File: src/rtl/ring_copy_pkg.sv
package ring_copy_pkg;
  localparam logic [11:0] OFS_BASE   = 12'h000;
  localparam logic [11:0] OFS_CNT    = 12'h004;
  localparam logic [11:0] OFS_CPU    = 12'h008;
  localparam logic [11:0] OFS_HWIDX  = 12'h00C;
  localparam logic [11:0] RING_STEP  = 12'h100;
  localparam logic [11:0] OFS_GLOBAL = 12'h204;
  localparam logic [11:0] OFS_RESET  = 12'h208;

  localparam int LEN_LSB  = 16;
  localparam int LEN_W    = 14;
  localparam int WORDS_W  = LEN_W - 2;
  localparam int DONE_BIT = 31;

  typedef enum logic [2:0] {
    ST_IDLE, ST_SRC, ST_LEN, ST_DST, ST_CRD, ST_CWR, ST_WB, ST_ADV
  } eng_state_t;
endpackage

File: src/rtl/ring_copy_regs.sv
module ring_copy_regs
  import ring_copy_pkg::*;
#(
  parameter int IDX_W = 4,
  parameter int DEPTH = 16
) (
  input  logic             clk,
  input  logic             rst_n,
  input  logic             reg_we,
  input  logic [11:0]      reg_addr,
  input  logic [31:0]      reg_wdata,
  output logic [31:0]      reg_rdata,
  input  logic             adv,
  input  logic             tx_busy,
  input  logic             rx_busy,
  output logic [31:0]      tx_base,
  output logic [31:0]      rx_base,
  output logic [IDX_W-1:0] idx_mask,
  output logic [IDX_W-1:0] tx_cpu,
  output logic [IDX_W-1:0] rx_cpu,
  output logic [IDX_W-1:0] tx_dma,
  output logic [IDX_W-1:0] rx_dma,
  output logic             tx_en,
  output logic             rx_en,
  output logic             tx_clr,
  output logic             rx_clr
);
  localparam int CNT_W = IDX_W + 1;

  logic [31:0]      base_v [2];
  logic [CNT_W-1:0] cnt_v  [2];
  logic [IDX_W-1:0] cpu_v  [2];
  logic [IDX_W-1:0] dma_v  [2];
  logic [1:0]       en_q, en_d, clr_q, clr_d;

  assign idx_mask = IDX_W'(cnt_v[0] - CNT_W'(1));

  // one register bank per ring; ring r sits at r * RING_STEP
  for (genvar r = 0; r < 2; r++) begin : g_ring
    localparam logic [11:0] OFS = 12'(r * 256);
    localparam logic [IDX_W-1:0] CPU_RST = (r == 0) ? '0 : IDX_W'(DEPTH - 1);
    logic [31:0]      base_q, base_d;
    logic [CNT_W-1:0] cnt_q, cnt_d;
    logic [IDX_W-1:0] cpu_q, cpu_d, dma_q, dma_d;

    always_comb begin
      base_d = base_q;
      cnt_d  = cnt_q;
      cpu_d  = cpu_q;
      dma_d  = dma_q;
      if (reg_we && reg_addr == OFS + OFS_BASE) base_d = reg_wdata;
      if (reg_we && reg_addr == OFS + OFS_CNT)  cnt_d  = reg_wdata[CNT_W-1:0];
      if (reg_we && reg_addr == OFS + OFS_CPU)  cpu_d  = reg_wdata[IDX_W-1:0];
      if (clr_q[r])  dma_d = '0;
      else if (adv)  dma_d = (dma_q + 1'b1) & idx_mask;
    end

    always_ff @(posedge clk or negedge rst_n) begin
      if (!rst_n) begin
        base_q <= '0;
        cnt_q  <= CNT_W'(DEPTH);
        cpu_q  <= CPU_RST;
        dma_q  <= '0;
      end else begin
        base_q <= base_d;
        cnt_q  <= cnt_d;
        cpu_q  <= cpu_d;
        dma_q  <= dma_d;
      end
    end

    assign base_v[r] = base_q;
    assign cnt_v[r]  = cnt_q;
    assign cpu_v[r]  = cpu_q;
    assign dma_v[r]  = dma_q;
  end

  always_comb begin
    en_d  = en_q;
    clr_d = clr_q;
    if (reg_we && reg_addr == OFS_GLOBAL) en_d  = {reg_wdata[2], reg_wdata[0]};
    if (reg_we && reg_addr == OFS_RESET)  clr_d = {reg_wdata[16], reg_wdata[0]};
  end

  always_ff @(posedge clk or negedge rst_n) begin
    if (!rst_n) begin
      en_q  <= '0;
      clr_q <= '0;
    end else begin
      en_q  <= en_d;
      clr_q <= clr_d;
    end
  end

  always_comb begin
    case (reg_addr)
      OFS_BASE:               reg_rdata = base_v[0];
      OFS_CNT:                reg_rdata = 32'(cnt_v[0]);
      OFS_CPU:                reg_rdata = 32'(cpu_v[0]);
      OFS_HWIDX:              reg_rdata = 32'(dma_v[0]);
      RING_STEP + OFS_BASE:   reg_rdata = base_v[1];
      RING_STEP + OFS_CNT:    reg_rdata = 32'(cnt_v[1]);
      RING_STEP + OFS_CPU:    reg_rdata = 32'(cpu_v[1]);
      RING_STEP + OFS_HWIDX:  reg_rdata = 32'(dma_v[1]);
      OFS_GLOBAL:             reg_rdata = {28'd0, rx_busy, en_q[1], tx_busy, en_q[0]};
      OFS_RESET:              reg_rdata = {15'd0, clr_q[1], 15'd0, clr_q[0]};
      default:                reg_rdata = '0;
    endcase
  end

  assign tx_base = base_v[0];
  assign rx_base = base_v[1];
  assign tx_cpu  = cpu_v[0];
  assign rx_cpu  = cpu_v[1];
  assign tx_dma  = dma_v[0];
  assign rx_dma  = dma_v[1];
  assign tx_en   = en_q[0];
  assign rx_en   = en_q[1];
  assign tx_clr  = clr_q[0];
  assign rx_clr  = clr_q[1];
endmodule

File: src/rtl/ring_copy_engine.sv
module ring_copy_engine
  import ring_copy_pkg::*;
#(
  parameter int IDX_W = 4
) (
  input  logic             clk,
  input  logic             rst_n,
  input  logic             tx_en,
  input  logic             rx_en,
  input  logic [31:0]      tx_base,
  input  logic [31:0]      rx_base,
  input  logic [IDX_W-1:0] tx_cpu,
  input  logic [IDX_W-1:0] rx_cpu,
  input  logic [IDX_W-1:0] tx_dma,
  input  logic [IDX_W-1:0] rx_dma,
  output logic             mem_req,
  output logic             mem_we,
  output logic [31:0]      mem_addr,
  output logic [31:0]      mem_wdata,
  input  logic [31:0]      mem_rdata,
  input  logic             mem_ack,
  output logic             adv,
  output logic             tx_busy,
  output logic             rx_busy
);
  eng_state_t         state_q, state_d;
  logic [31:0]        src_q, src_d, dst_q, dst_d, data_q, data_d;
  logic [LEN_W-1:0]   len_q, len_d;
  logic [WORDS_W-1:0] words_q, words_d;
  logic [31:0]        tx_entry, rx_entry;
  logic               can_start;

  assign tx_entry  = tx_base + {{(28-IDX_W){1'b0}}, tx_dma, 4'b0000};
  assign rx_entry  = rx_base + {{(28-IDX_W){1'b0}}, rx_dma, 4'b0000};
  assign can_start = tx_en && rx_en && (tx_dma != tx_cpu) && (rx_dma != rx_cpu);

  always_comb begin
    state_d   = state_q;
    src_d     = src_q;
    dst_d     = dst_q;
    data_d    = data_q;
    len_d     = len_q;
    words_d   = words_q;
    mem_req   = 1'b0;
    mem_we    = 1'b0;
    mem_addr  = '0;
    mem_wdata = '0;
    adv       = 1'b0;
    unique case (state_q)
      ST_IDLE: if (can_start) state_d = ST_SRC;
      ST_SRC: begin
        mem_req  = 1'b1;
        mem_addr = tx_entry;
        if (mem_ack) begin
          src_d   = mem_rdata;
          state_d = ST_LEN;
        end
      end
      ST_LEN: begin
        mem_req  = 1'b1;
        mem_addr = tx_entry + 32'd4;
        if (mem_ack) begin
          len_d   = mem_rdata[LEN_LSB +: LEN_W];
          words_d = mem_rdata[LEN_LSB+2 +: WORDS_W];
          state_d = ST_DST;
        end
      end
      ST_DST: begin
        mem_req  = 1'b1;
        mem_addr = rx_entry;
        if (mem_ack) begin
          dst_d   = mem_rdata;
          state_d = (words_q == '0) ? ST_WB : ST_CRD;
        end
      end
      ST_CRD: begin
        mem_req  = 1'b1;
        mem_addr = src_q;
        if (mem_ack) begin
          data_d  = mem_rdata;
          state_d = ST_CWR;
        end
      end
      ST_CWR: begin
        mem_req   = 1'b1;
        mem_we    = 1'b1;
        mem_addr  = dst_q;
        mem_wdata = data_q;
        if (mem_ack) begin
          src_d   = src_q + 32'd4;
          dst_d   = dst_q + 32'd4;
          words_d = words_q - 1'b1;
          state_d = (words_q == WORDS_W'(1)) ? ST_WB : ST_CRD;
        end
      end
      ST_WB: begin
        mem_req   = 1'b1;
        mem_we    = 1'b1;
        mem_addr  = rx_entry + 32'd4;
        mem_wdata = {1'b1, 1'b0, len_q, 16'd0};
        if (mem_ack) state_d = ST_ADV;
      end
      ST_ADV: begin
        adv     = 1'b1;
        state_d = ST_IDLE;
      end
      default: state_d = ST_IDLE;
    endcase
  end

  always_ff @(posedge clk or negedge rst_n) begin
    if (!rst_n) begin
      state_q <= ST_IDLE;
      src_q   <= '0;
      dst_q   <= '0;
      data_q  <= '0;
      len_q   <= '0;
      words_q <= '0;
    end else begin
      state_q <= state_d;
      src_q   <= src_d;
      dst_q   <= dst_d;
      data_q  <= data_d;
      len_q   <= len_d;
      words_q <= words_d;
    end
  end

  assign tx_busy = (state_q == ST_SRC) || (state_q == ST_LEN) || (state_q == ST_DST) ||
                   (state_q == ST_CRD) || (state_q == ST_CWR);
  assign rx_busy = (state_q == ST_DST) || (state_q == ST_CRD) || (state_q == ST_CWR) ||
                   (state_q == ST_WB);
endmodule

File: src/rtl/ring_copy_dma.sv
module ring_copy_dma #(
  parameter int IDX_W = 4
) (
  input  logic        clk,
  input  logic        rst_n,
  input  logic        reg_we,
  input  logic [11:0] reg_addr,
  input  logic [31:0] reg_wdata,
  output logic [31:0] reg_rdata,
  output logic        mem_req,
  output logic        mem_we,
  output logic [31:0] mem_addr,
  output logic [31:0] mem_wdata,
  input  logic [31:0] mem_rdata,
  input  logic        mem_ack,
  output logic        done_pulse
);
  localparam int DEPTH = 1 << IDX_W;

  logic [31:0]      tx_base, rx_base;
  logic [IDX_W-1:0] idx_mask, tx_cpu, rx_cpu, tx_dma, rx_dma;
  logic             tx_en, rx_en, tx_clr, rx_clr, tx_busy, rx_busy, adv;

  ring_copy_regs #(.IDX_W(IDX_W), .DEPTH(DEPTH)) regs_i (
    .clk(clk), .rst_n(rst_n), .reg_we(reg_we), .reg_addr(reg_addr),
    .reg_wdata(reg_wdata), .reg_rdata(reg_rdata), .adv(adv),
    .tx_busy(tx_busy), .rx_busy(rx_busy), .tx_base(tx_base), .rx_base(rx_base),
    .idx_mask(idx_mask), .tx_cpu(tx_cpu), .rx_cpu(rx_cpu), .tx_dma(tx_dma),
    .rx_dma(rx_dma), .tx_en(tx_en), .rx_en(rx_en), .tx_clr(tx_clr), .rx_clr(rx_clr)
  );

  ring_copy_engine #(.IDX_W(IDX_W)) eng_i (
    .clk(clk), .rst_n(rst_n), .tx_en(tx_en), .rx_en(rx_en),
    .tx_base(tx_base), .rx_base(rx_base), .tx_cpu(tx_cpu), .rx_cpu(rx_cpu),
    .tx_dma(tx_dma), .rx_dma(rx_dma), .mem_req(mem_req), .mem_we(mem_we),
    .mem_addr(mem_addr), .mem_wdata(mem_wdata), .mem_rdata(mem_rdata),
    .mem_ack(mem_ack), .adv(adv), .tx_busy(tx_busy), .rx_busy(rx_busy)
  );

  assign done_pulse = adv;
endmodule

File: config.mk
export PLATFORM = sky130hd
export DESIGN_NAME = ring_copy_dma
export DESIGN_NICKNAME = d
export VERILOG_FILES = /design/src/rtl/ring_copy_pkg.sv /design/src/rtl/ring_copy_regs.sv /design/src/rtl/ring_copy_engine.sv /design/src/rtl/ring_copy_dma.sv
export SDC_FILE = /design/constraint.sdc
export NUM_CORES = 1
export LEC_CHECK = 0
export ABC_AREA = 1
export BUFFER_PORTS_ARGS = -buffer_cell sky130_fd_sc_hd__buf_2
export CAP_MARGIN = 20
export CELL_PAD_IN_SITES_DETAIL_PLACEMENT = 0
export CELL_PAD_IN_SITES_GLOBAL_PLACEMENT = 1
export CORE_MARGIN = 2
export CORE_UTILIZATION = 43
export CTS_CLUSTER_SIZE = 28
export DETAILED_ROUTE_END_ITERATION = 12
export PLACE_DENSITY_LB_ADDON = 0.1
export SLEW_MARGIN = 5
export SYNTH_ARGS = -nofsm -noshare
export SYNTH_HDL_FRONTEND = slang
export SYNTH_HIERARCHICAL = 1
export SYNTH_SLANG_ARGS = --single-unit
File: constraint.sdc
create_clock -name clk -period 3.23 [get_ports clk]
set_input_delay 0.4845 -clock clk [delete_from_list [all_inputs] [get_ports clk]]
set_output_delay 0.4845 -clock clk [all_outputs]
set_load 0.1 [all_outputs]
Yosys cells after proc, flatten, opt, wreduce, memory -nomap -nowiden
Cells that the tools add are included.
{"block": "op_classes", "eq_ne": 26, "add_sub_neg": 10, "bitwise_logic": 2, "n_mux": 28, "n_reduce_logical": 34}
{"op": "$pmux W32 S10", "count": 1}
{"op": "$pmux W32 S2", "count": 3}
{"op": "$pmux W32 S6", "count": 1}
{"op": "$add A32 B3 Y32 const B", "count": 4}
{"op": "$mux W32", "count": 3}
{"op": "$add A32 B8 Y32", "count": 2}
{"op": "$eq A12 B9 Y1 const B", "count": 4}
{"op": "$eq A12 B10 Y1 const B", "count": 2}
{"op": "$eq A12 B4 Y1 const B", "count": 2}
{"op": "$logic_not A12 Y1", "count": 2}
{"op": "$mux W12", "count": 2}
{"op": "$pmux W12 S2", "count": 1}
{"op": "$pmux W3 S8", "count": 1}
{"op": "$mux W3", "count": 7}
{"op": "$mux W4", "count": 4}
{"op": "$eq A12 B1 Y1 const B", "count": 1}
{"op": "$eq A12 B3 Y1 const B", "count": 1}
{"op": "$eq A3 B3 Y1 const B", "count": 4}
{"op": "$ne A2 B2 Y1 const B", "count": 6}
{"op": "$sub A12 B1 Y12 const B", "count": 1}
{"op": "$logic_and A1 B1 Y1", "count": 11}
{"op": "$reduce_bool A2 Y1", "count": 5}
{"op": "$reduce_and A3 Y1", "count": 3}
{"op": "$add A4 B1 Y4 const B", "count": 2}
{"op": "other kinds (14)", "count": 27}
{"block": "totals", "wordCells": 116, "out_inout_bits": 99, "regBits": 219}

Longest topological paths before layout
{"block": "logic_depth", "ltp_word": 6, "mapped_depth": 19, "depth_no_buf": 19}

Modules after synthesis
Netlist, hierarchy kept.
{"mod": "ring_copy_engine", "area_each_um2": 11589.9, "instances": 1, "cells_per_inst": 1888}
{"mod": "ring_copy_regs", "area_each_um2": 4978.5, "instances": 1, "cells_per_inst": 573}

Worst setup path after synthesis
OpenSTA, ideal clock, no wires.
{"block": "synth_timing", "kind": "flip-flop to output port", "start": "register regs_i.g_ring[0].dma_q[0], in the netlist regs_i/tx_dma[0]", "end": "output mem_addr[19]", "slack_ns": -1.556, "stages_incl_launch_ff": 16, "t_arrival_ns": 4.302, "required_ns": 2.745, "n_path_buf": 0, "path_cell_list": "dfrtp_1 > ha_1 > fa_1 > nand3_1 > inv_1 > nor2_1 > nor2_1 > nand2_1 > nand3_1 > nand2_2 > clkinv_1 > nor2_2 > nand3_2 > nor2_4 > xor2_1 > o21ai_0"}
{"block": "synth_via", "elab_chain_len": 3}
{"element": "from (decl)", "line_no": "ring_copy_regs.sv:44", "rtl": "logic [IDX_W-1:0] cpu_q, cpu_d, dma_q, dma_d;"}
{"element": "from (signal assigned)", "line_no": "ring_copy_regs.sv:68", "rtl": "dma_q <= dma_d;"}
{"element": "$add A32 B8 Y32 *", "line_no": "ring_copy_engine.sv:33", "rtl": "assign tx_entry = tx_base + {{(28-IDX_W){1'b0}}, tx_dma, 4'b0000};"}
{"element": "$add A32 B3 Y32", "line_no": "ring_copy_engine.sv:61", "rtl": "mem_addr = tx_entry + 32'd4;"}
{"element": "$pmux W32 S6 *", "line_no": "ring_copy_engine.sv:49", "rtl": "unique case (state_q)"}
{"element": "to (decl)", "line_no": "ring_copy_dma.sv:12", "rtl": "output logic [31:0] mem_addr,"}
Mark *: on every way between the ends. The rest lies on a longest branch, timed or not.

Worst setup path after layout
{"block": "layout_timing", "start": "register regs_i.g_ring[1].base_q[4], in the netlist regs_i/rx_base[4]", "end": "output mem_addr[24]"}
{"block": "layout_via", "elab_chain_len": 3}
{"element": "from (decl)", "line_no": "ring_copy_regs.sv:42", "rtl": "logic [31:0] base_q, base_d;"}
{"element": "from (signal assigned)", "line_no": "ring_copy_regs.sv:65", "rtl": "base_q <= base_d;"}
{"element": "$add A32 B8 Y32 *", "line_no": "ring_copy_engine.sv:34", "rtl": "assign rx_entry = rx_base + {{(28-IDX_W){1'b0}}, rx_dma, 4'b0000};"}
{"element": "$add A32 B3 Y32", "line_no": "ring_copy_engine.sv:99", "rtl": "mem_addr = rx_entry + 32'd4;"}
{"element": "$pmux W32 S6 *", "line_no": "ring_copy_engine.sv:49"}
Marked as above.

==> impl_metrics.env <==
export IMPL_status="finished, violations left"
export IMPL_violations="negative setup slack"
export IMPL_start_util_pct=43.8
export IMPL_syn_mean_instance_area_um2=6.73
export IMPL_syn2layout_area_growth_pct=34.6
export IMPL_root_buffer="clkbuf_16"
export IMPL_yosysWarningCount=6
export IMPL_die_x_um=200
export IMPL_finalCritPeriodShare_pct=118
export IMPL_timing_final_crit_period_ns=3.82
export IMPL_via_per_inst=5.34
export IMPL_synthArstFlopShare_pct=100
export IMPL_synth_top_family_by_area="simple AND/OR/NAND/NOR gates"
export IMPL_synth_cells=2461
export IMPL_crit_buf_inv=2
export IMPL_cp_endpoint="mem_addr[24]"
export IMPL_htree_levels=1
export IMPL_io_pins=179
export IMPL_grt_pass1_wl_mm=95.5
export IMPL_synthAdderAreaFrac_pct=1.45
export IMPL_setup_violations_final=26
export IMPL_hold_class="in -> reg"
export IMPL_drv_slew=0
export IMPL_via_count=17700
export IMPL_cts_buffers=27
export IMPL_remaining_drc_errors=0
export IMPL_grt_pass1_vias=16800
export IMPL_cts_reportedPaths_clkPinSlew_ns=0.06
export IMPL_path_max_fanout=5
export IMPL_r2r_setup_slack_ns=0.39
export IMPL_finalHoldViolCount=0
export IMPL_rr_worst_depth=11
export IMPL_fin_util_pct=58.9
export IMPL_path_depth=16
export IMPL_ys_seq_area_share_pct=33.1
export IMPL_worstMarginPinSlew_ns=0.902
export IMPL_slew_headroom_pct=39.9
export IMPL_hold_depth=3
export IMPL_core_um2=37800
export IMPL_layout_drive_gt1_share_pct=30.3
export IMPL_path_class="reg -> out"
export IMPL_grt_usage_pct=30.0
export IMPL_crit_chain="ha_2, fa_2, nand4_1, nand2_2, buf_4, nand3_4, nor2_4, nand3_4, nor2_4, nand4_4, nor2_4, nand3_1, nand2_1, nand3_1, nand2_2, buf_12"
export IMPL_power_leakage_nw=10.4
export IMPL_gp_congestion=0.958
export IMPL_synth_mux_area_fraction_pct=0.0680
export IMPL_dp_hpwl_mm=48.0
export IMPL_clock_latency_ns=0.55
export IMPL_r2r_start="eng_i/state_q[1]"
export IMPL_finClkSkew_ns=0.00881
export IMPL_fin_ws_ns=-0.585
export IMPL_clock_sinks=219
export IMPL_die_area_um2=40100
export IMPL_r2r_end="eng_i/dst_q[15]"
export IMPL_max_freq_ghz=0.262
export IMPL_wire_per_inst_um=18.8
export IMPL_synthSimpleGateAreaFrac_pct=37.7
export IMPL_antenna_found_initial=0
export IMPL_synth_cell_type_count=65
export IMPL_path_common_cell="nor2_4"
export IMPL_antennaDiodeCount=0
export IMPL_dr_pass1_iters=6
export IMPL_synthesis_nets=2559
export IMPL_power_density_nw_per_um2=846
export IMPL_port_buffers=178
export IMPL_nFillCells=3567
export IMPL_drt_total_wl_mm=62.4
export IMPL_critPathMaxStageDelay_ns=0.56
export IMPL_crit_family="simple AND/OR/NAND/NOR gates"
export IMPL_cp_end_kind="output pin"
export IMPL_grt_max_degree=77
export IMPL_start_kind="register"
export IMPL_required_ns=2.75
export IMPL_vdd_ir_drop_max_mv=0.777
export IMPL_fp_dieH_um=200
export IMPL_arrival_ns=3.33
export IMPL_cap_violations=0
export IMPL_first_iter_violations=1418
export IMPL_netlist_area_um2=16600
export IMPL_critPathLaunch="regs_i/rx_base[4]"
export IMPL_num_rows=71
export IMPL_ant_nets=0
export IMPL_synth_compound_gate_area_share_pct=15.6
export IMPL_cts_max_path_buffers=3
export IMPL_synth_xor_area_share_pct=2.06
export IMPL_overflow=0
export IMPL_rsz0062_at_grt="yes"
export IMPL_ys_ff_latch=219
export IMPL_post_place_ws_ns=-0.114
export IMPL_cts_tree="built"
export IMPL_synth_flop_cell="dfrtp_1"
export IMPL_cp_slowest_cell="fa_2"
export IMPL_synth_edf_count=0
export IMPL_nNetsFinal=2878
export IMPL_power_mw=18.9
==> how the worst min path moves through the flow <==
stage | slack, ns | endpoint | from
floorplan | 0.19 | eng_i/data_q[0] | rst_n
global placement | 0.47 | eng_i/dst_q[0] | eng_i/dst_q[0]
detailed placement | 0.47 | eng_i/len_q[13] | eng_i/len_q[13]
CTS | 0.15 | regs_i/clr_q[1] | reg_wdata[16]
global route | 0.18 | regs_i/clr_q[1] | reg_wdata[16]
finish | 0.17 | regs_i/clr_q[1] | reg_wdata[16]
==> per-layer routing <==
metal / vias up / global-route usage [%] / share of wire (%) / wire length, µm
met5: - / 0 / 0 / 0
met4: 0 / 8.31 / 3.2 / 2010
met3: 92 / 3.08 / 4.9 / 3070
met2: 502 / 49.8 / 47 / 29600
met1: 8386 / 41.7 / 45 / 27800
li1: 8694 / - / - / -
==> layout make-up <==
type / count / area (µm²) / share of cell area (%)
inverter: 296 / 1130 / 5.08
sequential: 219 / 5500 / 24.7
multi-input combinational: 1859 / 10600 / 47.3
clock buffer: 34 / 742 / 3.33
timing repair buffer: 376 / 3540 / 15.9
timing repair inverter: 1 / 8.76 / 0.0393
tap: 511 / 639 / 2.87
clock inverter: 15 / 188 / 0.841
==> power breakdown <==
group          leakage (nW)  internal (mW)  total (mW)  switching, mW
logic                  7.20           3.70        11.5           7.85
clock network         0.446           1.94        3.20           1.26
registers              2.74           3.50        4.13          0.631
==> sequential cells by signal, summed over array words and instances (netlist names) <==
register             cells
regs_i/rx_cpu            4
regs_i/tx_base          32
eng_i/data_q            32
regs_i/clr_q             2
regs_i/tx_dma            4
regs_i/rx_base          32
regs_i/en_q              2
eng_i/state_q            3
regs_i/g_ring.cnt_q     10
regs_i/rx_dma            4
eng_i/len_q             14
regs_i/tx_cpu            4
eng_i/src_q             32
eng_i/words_q           12
eng_i/dst_q             32
==> worst reg2reg max path: cells and delay by family (launching register included) <==
kind | cells | cell delay (ns)
buffers and inverters | 4 | 0.87
flip-flops | 1 | 0.46
AND/OR/NAND/NOR | 4 | 0.82
AO/OA/AOI/OAI | 3 | 0.55
==> synth_stat cells (all sizes together) (2+ instances only) <==
library cell  number  area, µm²
nor2             283       1250
o21a              16        120
a21o               2       15.0
a22o              14        123
a32oi              4       35.0
nand3b            10       75.1
nor3              26        161
a22oi             11       82.6
o21ai            192       1200
clkinv             4       16.3
ha                16        200
dfstp              6        158
o221ai             2       17.5
nand3            232       1240
inv              292       1100
a211oi             2       15.0
a31oi             27        169
a311oi             7       61.3
o211ai             9       67.6
a41oi              4       35.0
clkbuf            34        128
a21oi             58        290
a221oi             6       52.6
a21boi             3       22.5
xnor2              6       52.6
buf               53        414
dfrtp            213       5330
fa                 2       40.0
o22ai             21        131
o2111ai            6       52.6
nor4               7       50.1
nand2            802       3160
xor2              33        289
nand4             43        282
a2111oi            4       35.0
==> stage by stage <==
| step | TNS, ns | instance area, µm² | hold slack, ns | std cells |
|---|---|---|---|---|
| 2_1_floorplan | -1.70 | 16800 | 0.189 | 2461 |
| 3_3_place_gp | -0.393 | 19900 | 0.467 | 3213 |
| 3_5_place_dp | -1.02 | 19900 | 0.474 | 3213 |
| 4_1_cts | -11.64 | 21400 | 0.154 | 3277 |
| 5_1_grt | -15.63 | 22300 | 0.182 | 3311 |
| 6_report | -12.27 | 22300 | 0.173 | 3311 |
==> logic make-up after synthesis <==
logic type	after synthesis
flops	219
fa+ha+maj	18
compound gates	395
mux	1
simple gates	1406
xor+xnor	39
buf+inv	383
==> repair_timing <==
| item | 4_1_cts | 5_1_grt |
|---|---|---|
| hold buffers | 1 | 0 |
| setup buffers | 15 | 33 |
| endpoints found under the setup margin | 51 | 48 |
| pin swaps | 43 | 68 |
| gates resized for setup | 105 | 168 |
| cloned | 0 | 1 |
| hold endpoints to repair | 69 | 0 |
==> placed cells by master (no fill, tap or decap), drive strengths merged, types with 11 or more instances in the layout <==
| cell | instances |
|---|---|
| nand2 | 802 |
| nand3 | 232 |
| a21oi | 58 |
| a31oi | 27 |
| a22oi | 11 |
| ha | 16 |
| nand4 | 43 |
| buf | 374 |
| a22o | 14 |
| nor3 | 26 |
| dfrtp | 213 |
| o21a | 16 |
| inv | 293 |
| o21ai | 192 |
| o22ai | 21 |
| xor2 | 33 |
| nor2 | 283 |
| clkbuf | 35 |
Note: power is estimated with default switching activity, not from simulation.
